$ cat src/rtl/tct_pkg.sv
package tct_pkg;
   localparam int REG_ADDR_W = 3;

   typedef enum logic [REG_ADDR_W-1:0] {
      REG_CNT_LO = 3'd0,
      REG_CNT_HI = 3'd1,
      REG_CAP_LO = 3'd2,
      REG_CAP_HI = 3'd3,
      REG_STAT   = 3'd4
   } tct_reg_e;

   localparam int STAT_EMPTY_BIT = 0;
   localparam int STAT_FULL_BIT  = 1;
   localparam int STAT_OVF_BIT   = 2;
   localparam int STAT_LVL_LSB   = 4;
endpackage

$ cat src/rtl/tct_edge_sync.sv
module tct_edge_sync #(
   parameter int STAGES = 2
) (
   input  logic clk,
   input  logic rst_n,
   input  logic async_in,
   output logic rise
);
   // sh[STAGES-1] is the synchronized level, sh[STAGES] its previous value
   logic [STAGES:0] sh;

   generate
      if (STAGES < 2) begin : g_bad_stages
         $error("tct_edge_sync: STAGES must be at least 2");
      end
      for (genvar i = 0; i <= STAGES; i++) begin : g_stage
         if (i == 0) begin : g_first
            always_ff @(posedge clk or negedge rst_n)
               if (!rst_n) sh[0] <= 1'b0;
               else        sh[0] <= async_in;
         end else begin : g_next
            always_ff @(posedge clk or negedge rst_n)
               if (!rst_n) sh[i] <= 1'b0;
               else        sh[i] <= sh[i-1];
         end
      end
   endgenerate

   assign rise = sh[STAGES-1] & ~sh[STAGES];
endmodule

$ cat src/rtl/tct_down_counter.sv
module tct_down_counter #(
   parameter int WIDTH = 32
) (
   input  logic             clk,
   input  logic             rst_n,
   output logic [WIDTH-1:0] count
);
   generate
      if (WIDTH < 2) begin : g_bad_width
         $error("tct_down_counter: WIDTH must be at least 2");
      end
   endgenerate

   always_ff @(posedge clk or negedge rst_n)
      if (!rst_n) count <= '1;
      else        count <= count - 1'b1;
endmodule

$ cat src/rtl/tct_capture_fifo.sv
module tct_capture_fifo #(
   parameter int WIDTH = 32,
   parameter int DEPTH = 4,
   localparam int AW   = $clog2(DEPTH),
   localparam int LW   = $clog2(DEPTH + 1)
) (
   input  logic             clk,
   input  logic             rst_n,
   input  logic             push,
   input  logic [WIDTH-1:0] din,
   input  logic             pop,
   output logic [WIDTH-1:0] dout,
   output logic [LW-1:0]    level,
   output logic             empty,
   output logic             full,
   output logic             dropped
);
   generate
      if (DEPTH < 2 || (1 << AW) != DEPTH) begin : g_bad_depth
         $error("tct_capture_fifo: DEPTH must be a power of two, at least 2");
      end
   endgenerate

   logic [WIDTH-1:0] mem [DEPTH];
   logic [AW:0]      wr_ptr, rd_ptr;
   logic             do_pop, do_push;

   assign empty   = (wr_ptr == rd_ptr);
   assign full    = (wr_ptr[AW] != rd_ptr[AW]) && (wr_ptr[AW-1:0] == rd_ptr[AW-1:0]);
   assign do_pop  = pop && !empty;
   assign do_push = push && (!full || do_pop);
   assign dropped = push && !do_push;
   assign dout    = mem[rd_ptr[AW-1:0]];
   assign level   = LW'(wr_ptr - rd_ptr);

   always_ff @(posedge clk)
      if (do_push) mem[wr_ptr[AW-1:0]] <= din;

   always_ff @(posedge clk or negedge rst_n)
      if (!rst_n) begin
         wr_ptr <= '0;
         rd_ptr <= '0;
      end else begin
         if (do_push) wr_ptr <= wr_ptr + 1'b1;
         if (do_pop)  rd_ptr <= rd_ptr + 1'b1;
      end
endmodule

$ cat src/rtl/wide_capture_timer.sv
module wide_capture_timer
   import tct_pkg::*;
#(
   parameter int CNT_W       = 32,
   parameter int HALF_W      = 16,
   parameter int FIFO_DEPTH  = 4,
   parameter int SYNC_STAGES = 2,
   localparam int LVL_W      = $clog2(FIFO_DEPTH + 1)
) (
   input  logic                  clk,
   input  logic                  rst_n,
   input  logic                  cap_in,
   input  logic                  bus_rd,
   input  logic                  bus_wr,
   input  logic [REG_ADDR_W-1:0] bus_addr,
   input  logic [HALF_W-1:0]     bus_wdata,
   output logic [HALF_W-1:0]     bus_rdata,
   output logic                  cap_req
);
   generate
      if (CNT_W != 2 * HALF_W) begin : g_bad_split
         $error("wide_capture_timer: CNT_W must be twice HALF_W");
      end
      if (HALF_W < STAT_LVL_LSB + LVL_W) begin : g_bad_stat
         $error("wide_capture_timer: status word does not fit in HALF_W");
      end
   endgenerate

   logic [CNT_W-1:0] cnt_q;
   logic [CNT_W-1:0] head;
   logic [LVL_W-1:0] fifo_lvl;
   logic             edge_rise, sw_cap, cap_evt, pop_req;
   logic             fifo_empty, fifo_full, fifo_drop;
   logic             ovf_q, ovf_clr;
   logic             unused_wdata;

   assign unused_wdata = ^bus_wdata;

   tct_edge_sync #(.STAGES(SYNC_STAGES)) i_sync (
      .clk(clk), .rst_n(rst_n), .async_in(cap_in), .rise(edge_rise)
   );

   tct_down_counter #(.WIDTH(CNT_W)) i_cnt (
      .clk(clk), .rst_n(rst_n), .count(cnt_q)
   );

   assign sw_cap  = bus_rd && (bus_addr == REG_CNT_LO);
   assign pop_req = bus_rd && (bus_addr == REG_CAP_HI);
   assign cap_evt = edge_rise || sw_cap;

   tct_capture_fifo #(.WIDTH(CNT_W), .DEPTH(FIFO_DEPTH)) i_fifo (
      .clk(clk), .rst_n(rst_n),
      .push(cap_evt), .din(cnt_q),
      .pop(pop_req), .dout(head),
      .level(fifo_lvl), .empty(fifo_empty), .full(fifo_full),
      .dropped(fifo_drop)
   );

   assign ovf_clr = bus_wr && (bus_addr == REG_STAT) && bus_wdata[STAT_OVF_BIT];

   always_ff @(posedge clk or negedge rst_n)
      if (!rst_n)         ovf_q <= 1'b0;
      else if (fifo_drop) ovf_q <= 1'b1;
      else if (ovf_clr)   ovf_q <= 1'b0;

   assign cap_req = !fifo_empty;

   always_comb begin
      bus_rdata = '0;
      case (bus_addr)
         REG_CNT_LO: bus_rdata = cnt_q[HALF_W-1:0];
         REG_CNT_HI: bus_rdata = cnt_q[CNT_W-1:HALF_W];
         REG_CAP_LO: bus_rdata = head[HALF_W-1:0];
         REG_CAP_HI: bus_rdata = head[CNT_W-1:HALF_W];
         REG_STAT: begin
            bus_rdata[STAT_EMPTY_BIT]              = fifo_empty;
            bus_rdata[STAT_FULL_BIT]               = fifo_full;
            bus_rdata[STAT_OVF_BIT]                = ovf_q;
            bus_rdata[STAT_LVL_LSB +: LVL_W]       = fifo_lvl;
         end
         default: bus_rdata = '0;
      endcase
   end
endmodule

$ cat config.mk
export PLATFORM = sky130hd
export DESIGN_NAME = wide_capture_timer
export DESIGN_NICKNAME = d
export VERILOG_FILES = /design/src/rtl/tct_pkg.sv /design/src/rtl/tct_edge_sync.sv /design/src/rtl/tct_down_counter.sv /design/src/rtl/tct_capture_fifo.sv /design/src/rtl/wide_capture_timer.sv
export SDC_FILE = /design/constraint.sdc
export NUM_CORES = 1
export LEC_CHECK = 0
export ABC_CLOCK_PERIOD_IN_PS = 4400
export BUFFER_PORTS_ARGS = -buffer_cell sky130_fd_sc_hd__buf_4
export CAP_MARGIN = 20
export CELL_PAD_IN_SITES_DETAIL_PLACEMENT = 0
export CELL_PAD_IN_SITES_GLOBAL_PLACEMENT = 1
export CORE_UTILIZATION = 55
export CTS_BUF_LIST = sky130_fd_sc_hd__clkbuf_4 sky130_fd_sc_hd__clkbuf_8
export CTS_CLUSTER_DIAMETER = 100
export DETAILED_ROUTE_END_ITERATION = 6
export PLACE_DENSITY_LB_ADDON = 0.1
export SLEW_MARGIN = 15
export SYNTH_ARGS = -nofsm -noshare
export SYNTH_HDL_FRONTEND = slang
export SYNTH_HIERARCHICAL = 1
export SYNTH_SLANG_ARGS = --single-unit
$ cat constraint.sdc
create_clock -name clk -period 4.4 [get_ports clk]
set_input_delay 1.1 -clock clk [delete_from_list [all_inputs] [get_ports clk]]
set_output_delay 1.1 -clock clk [all_outputs]
set_load 0.1 [all_outputs]
### Yosys cells after proc, flatten, opt, wreduce, memory -nomap -nowiden

Memories as Yosys holds them, arrays and structs flattened.
Index checks and enable logic that the tools add are counted.
W data, S select, Z words.

* add/sub/neg operators: 4
* multiply operators: 0
* div/mod/pow operators: 0
* magnitude comparators: 0
* equal/unequal tests: 7
* shift-type cells: 0
* muxes and demuxes: 8
* bitwise logic cells: 2
* reduce and logical (&&, ||, !) cells: 15

Operators with widths (count)
* $pmux W9 S4: 1
* $sub A32 B1 Y32 const B: 1
* $pmux W3 S5: 2
* $logic_and A1 B1 Y1: 8
* $add A3 B1 Y3 const B: 2
* $eq A3 B2 Y1 const B: 2
* $mux W1: 4
* $pmux W1 S4: 1
* $eq A3 B1 Y1 const B: 1
* $eq A3 B3 Y1: 1
* $eq A3 B3 Y1 const B: 1
* $logic_not A1 Y1: 3
* $logic_not A3 Y1: 1
* $sub A3 B3 Y3: 1
* $eq A2 B2 Y1: 1
* $logic_or A1 B1 Y1: 2
* $reduce_bool A2 Y1: 1
* $and A1 B1 Y1: 1
* $ne A1 B1 Y1: 1
* $not A1 Y1: 1

* register bits: 42
* bits in latches: 0
* RAM bits: 128
* bits in read-only memories: 0
* output and inout bits: 17
* logic and storage cells: 44
* memories kept: 1

Memory list
* i_fifo.mem: depth 4, bits a word 32, read ports 1, clocked after memory_dff 0, wr ports 1, RTL line tct_capture_fifo.sv:24 `logic [WIDTH-1:0] mem [DEPTH];`

### Longest topological paths before layout

* depth after elaboration: 8
* mapped depth: 9
* mapped depth without buffers: 7

### Cells and area by module

Netlist, hierarchy kept.

Modules (own cells, without submodules)
* tct_capture_fifo: times used 1, cells an instance 216, area an instance 5078.6 sq um
* tct_down_counter: times used 1, cells an instance 125, area an instance 1498.9 sq um
* wide_capture_timer: times used 1, cells an instance 63, area an instance 613.1 sq um
* tct_edge_sync: times used 1, cells an instance 4, area an instance 88.8 sq um

### Worst setup path after synthesis

No wires, ideal clock.

* path type: input to output
* start point: in bus_addr[0]
* end point: out bus_rdata[2]
* arrival: 3745 ps
* data required time: 3300 ps
* setup slack: -445 ps
* stages on the path: 4
* cell sequence: buf_2 nor2b_1 a22oi_1 o21ai_0

* cells in the longest elaborated chain, start to end: 2

RTL lines
* from (decl): RTL line wide_capture_timer.sv:15 `input logic [REG_ADDR_W-1:0] bus_addr,`
* $eq A3 B3 Y1 (tied with other cells): RTL line wide_capture_timer.sv:70 `case (bus_addr)`
* $pmux W3 S5 *: RTL line wide_capture_timer.sv:70
* to (decl): RTL line wide_capture_timer.sv:17 `output logic [HALF_W-1:0] bus_rdata,`

Every way passes the cells marked *; elsewhere a longest branch is shown, timed or not.

### Worst setup path in the final report

* start point: reg i_fifo.rd_ptr[0]
* end point: out bus_rdata[12]

* cells in the longest elaborated chain, start to end: 2

RTL lines
* from (decl): RTL line tct_capture_fifo.sv:25 `logic [AW:0] wr_ptr, rd_ptr;`
* from (signal assigned): RTL line tct_capture_fifo.sv:45 `if (do_pop) rd_ptr <= rd_ptr + 1'b1;`
* $mem_v2 Z4 W32
* named net head[28]: RTL line wide_capture_timer.sv:30 `logic [CNT_W-1:0] head;`
* $pmux W9 S4: RTL line wide_capture_timer.sv:70

The timed path passes the listed nets, and every way through them passes these cells.

==> qor.yml <==
sta:
  slew_headroom: 0.540
  worst_pin_slew_ns: 0.684
  finalHoldViolCount: 0
  grt_setup_unrepaired: "no"
  min_period_over_period: 0.858
  final-setup-viol-count: 0
  skew_ns: 0.00924
  period_needed_ns: 3.78
  max_freq_mhz: 265
  tns_ns: 0
  slew_viol_final: 0
final_layout:
  syn_to_final_growth_pct: 11.1
  fill_cells: 928
  finalInstanceArea_sq_um: 8090
  fin_cells: 630
  n_antenna_cell: 0
  drive_above_1_share: 0.362
  fin_util: 0.633
  fin_nets: 478
critical_path:
  critPathKind: "reg -> out"
  crit_fanout: 11
  rrSetupSlack_ns: 1.94
  cpLargestDelayFamily: "multiplexers"
  end_kind: "output pin"
  crit_buf_inv: 2
  r2r_start: "i_cnt/count[0]$_DFF_PN1_"
  slowest_delay_ns: 0.55
  critPathSlowestCell: "mux4_2"
  cp.arrival_ns: 2.68
  worstRegToRegCells: 6
  critPathLaunchType: "flop"
  reg2reg_to: "i_cnt/count[14]$_DFF_PN1_"
  worstPathRequired_ns: 3.30
  cp_cell_sequence: "buf_4, mux4_2, mux4_2, nor2b_1, buf_4"
power_and_ir_drop:
  p_leak_nw: 2.56
  p_total_mw: 4.43
  peakVddDrop_v: 0.000278
  p_per_area_nw_per_um2: 548
drt:
  drt_iter0_drc: 212
  wire_per_inst_microns: 21.7
  totalWireLength_microns: 13700
  post_drt_via_cell_ratio: 5.89
  drt_pass1_iterations: 4
  ant_nets: 0
  routed-via-count: 3708
  drc: 0
hold_path:
  hold_end: "i_sync/sh[1]$_DFF_PN0_"
  hp-start: "i_sync/sh[0]$_DFF_PN0_"
  hp-class: "reg -> reg"
  holdPathStages: 0
clock_network:
  cts.repair.resized: 0
  clockBufferDepth: 2
  clk_latency_ns: 0.45
  clkSinkCount: 170
  cts_made_buffers: 17
  cts_hold_buf: 0
  cts_root_buf: "clkbuf_8"
  cts_tree: "yes"
  cts-htree-levels: 4
  clk_pin_slew_ns: 0.09
  post_cts_buffers: 0
placement:
  gp_congestion: 0.754
  dp_hpwl_microns: 8440
  place_area_sq_um: 7690
  io_buffers: 25
  post-place-cells: 598
floorplan:
  ios: 41
  rows: 41
  die_h_microns: 117
  start_util: 0.570
  coreArea_sq_um: 12800
  die-area_sq_um: 13700
  die_w_microns: 117
global_route:
  grt_pass1_wl_microns: 21400
  grt_max_degree: 43
  antenna_found_initial: 0
  overflow: 0
  first_global_vias: 3874
  gr-usage-all-layers: 0.224
synth:
  yosys.area.top_type_share: 0.528
  synthCells: 408
  ys_warn_count: 6
  yosys-top-cells-area: "edfxtp_1, mux4_2, dfstp_2"
  yosys_most_used_dff: "edfxtp_1"
  synth.avg_cell_area_sq_um: 17.8
  yosys.area_share.adder: 0.0165
  synthSimpleGateAreaFrac: 0.0772
  yosys-top-cells-count: "edfxtp_1, mux4_2, dfstp_2"
  syn_nets: 441
  synth.distinct_cells: 47
  seq_area_frac_synth: 0.678
  synthMuxAreaShare: 0.146
  synth_edf_count: 128
  synth_top_family_by_area: "multiplexers"
  synth_top_cell_by_area: "edfxtp_1"
  synthArstFlopShare: 0.247
  synth-xor-area-share: 0.0407
  synth_area_sq_um: 7280
  synth-compound-area-share: 0.0230
  ys_seq_elements: 170
  yosysMostFrequentCell: "edfxtp_1"
outcome:
  outcome: "completed"
flow_run:
  maxCapViolations: 0
==> placed cells by master, fill, tap and decap left out, types with 2 or more instances in the layout <==
| cell | count |
|---|---|
| xnor2_1 | 9 |
| mux2_2 | 8 |
| o21ai_0 | 2 |
| nor2b_1 | 15 |
| inv_1 | 13 |
| and3_1 | 4 |
| a21o_1 | 2 |
| nor3_1 | 8 |
| o21ai_1 | 7 |
| nor4_2 | 6 |
| clkbuf_8 | 17 |
| edfxtp_1 | 128 |
| dfrtp_1 | 9 |
| or3_1 | 6 |
| or4_4 | 2 |
| xor2_1 | 23 |
| dfstp_2 | 32 |
| nor4_1 | 8 |
| ha_1 | 8 |
| clkinvlp_4 | 2 |
| a22oi_1 | 5 |
| buf_12 | 2 |
| buf_4 | 32 |
| nand2_1 | 12 |
| nor2_1 | 12 |
| nand3_1 | 2 |
| or2_2 | 4 |
| a32oi_1 | 6 |
| mux4_2 | 42 |
| inv_6 | 8 |
==> report_power, final <==
part           leakage, nW  internal, mW  total, mW  switching [mW]
sequential            1.53          1.90       1.97          0.0696
combinational        0.838         0.567       1.39           0.821
clock                0.194         0.469       1.07           0.604
total                 2.56          2.94       4.43            1.49
==> state kept, by name, indices dropped and copies added (netlist names) <==
| signal | cells |
|---|---|
| i_fifo/mem | 128 |
| i_fifo/rd_ptr | 3 |
| i_fifo/wr_ptr | 3 |
| ovf_q | 1 |
| i_sync/sh | 3 |
| i_cnt/count | 32 |
==> cells by family after synthesis <==
| kind of cell | count (synthesis) |
|---|---|
| mux | 52 |
| flops | 170 |
| simple gates | 91 |
| fa+ha+maj | 9 |
| compound gates | 24 |
| xor+xnor | 33 |
| buf+inv | 29 |
==> area by class of cell <==
class                   count  area (sq um)  share of cell area
multi-input cells         209          2210               0.274
inverters                  13          48.8             0.00604
clock buffers              17           234              0.0289
flip-flops and latches    170          4940               0.610
repair buffers             34           280              0.0347
well taps                 172           215              0.0266
clock inverters            15           156              0.0193
==> metrics by stage <==
step | hold WS (ns) | setup slack, ns
floorplan | 0.331 | 0.305
detailed placement | 0.341 | 0.864
CTS | 0.366 | 0.566
global placement | 0.339 | 0.867
global route | 0.372 | 0.472
finish | 0.368 | 0.625
==> worst max-delay path by stage <==
stage	startpoint	end	cells past startpoint
after floorplan	bus_addr[0]	bus_rdata[0]	4
after global routing	i_fifo/rd_ptr[0]$_DFFE_PN0P_	bus_rdata[12]	5
after detailed placement	bus_addr[1]	bus_rdata[1]	5
after CTS	i_fifo/rd_ptr[0]$_DFFE_PN0P_	bus_rdata[12]	5
final	i_fifo/rd_ptr[0]$_DFFE_PN0P_	bus_rdata[12]	5
after global placement	bus_addr[0]	bus_rdata[14]	4
==> layer usage <==
layer / part of all wire / vias to the layer above / GRT usage
met4: 0.016 / 0 / 0.0785
met3: 0.055 / 18 / 0.0556
met1: 0.44 / 1935 / 0.309
li1: - / 1667 / -
met2: 0.49 / 88 / 0.352
met5: 0 / - / 0
(Power assumes the default switching activity.)
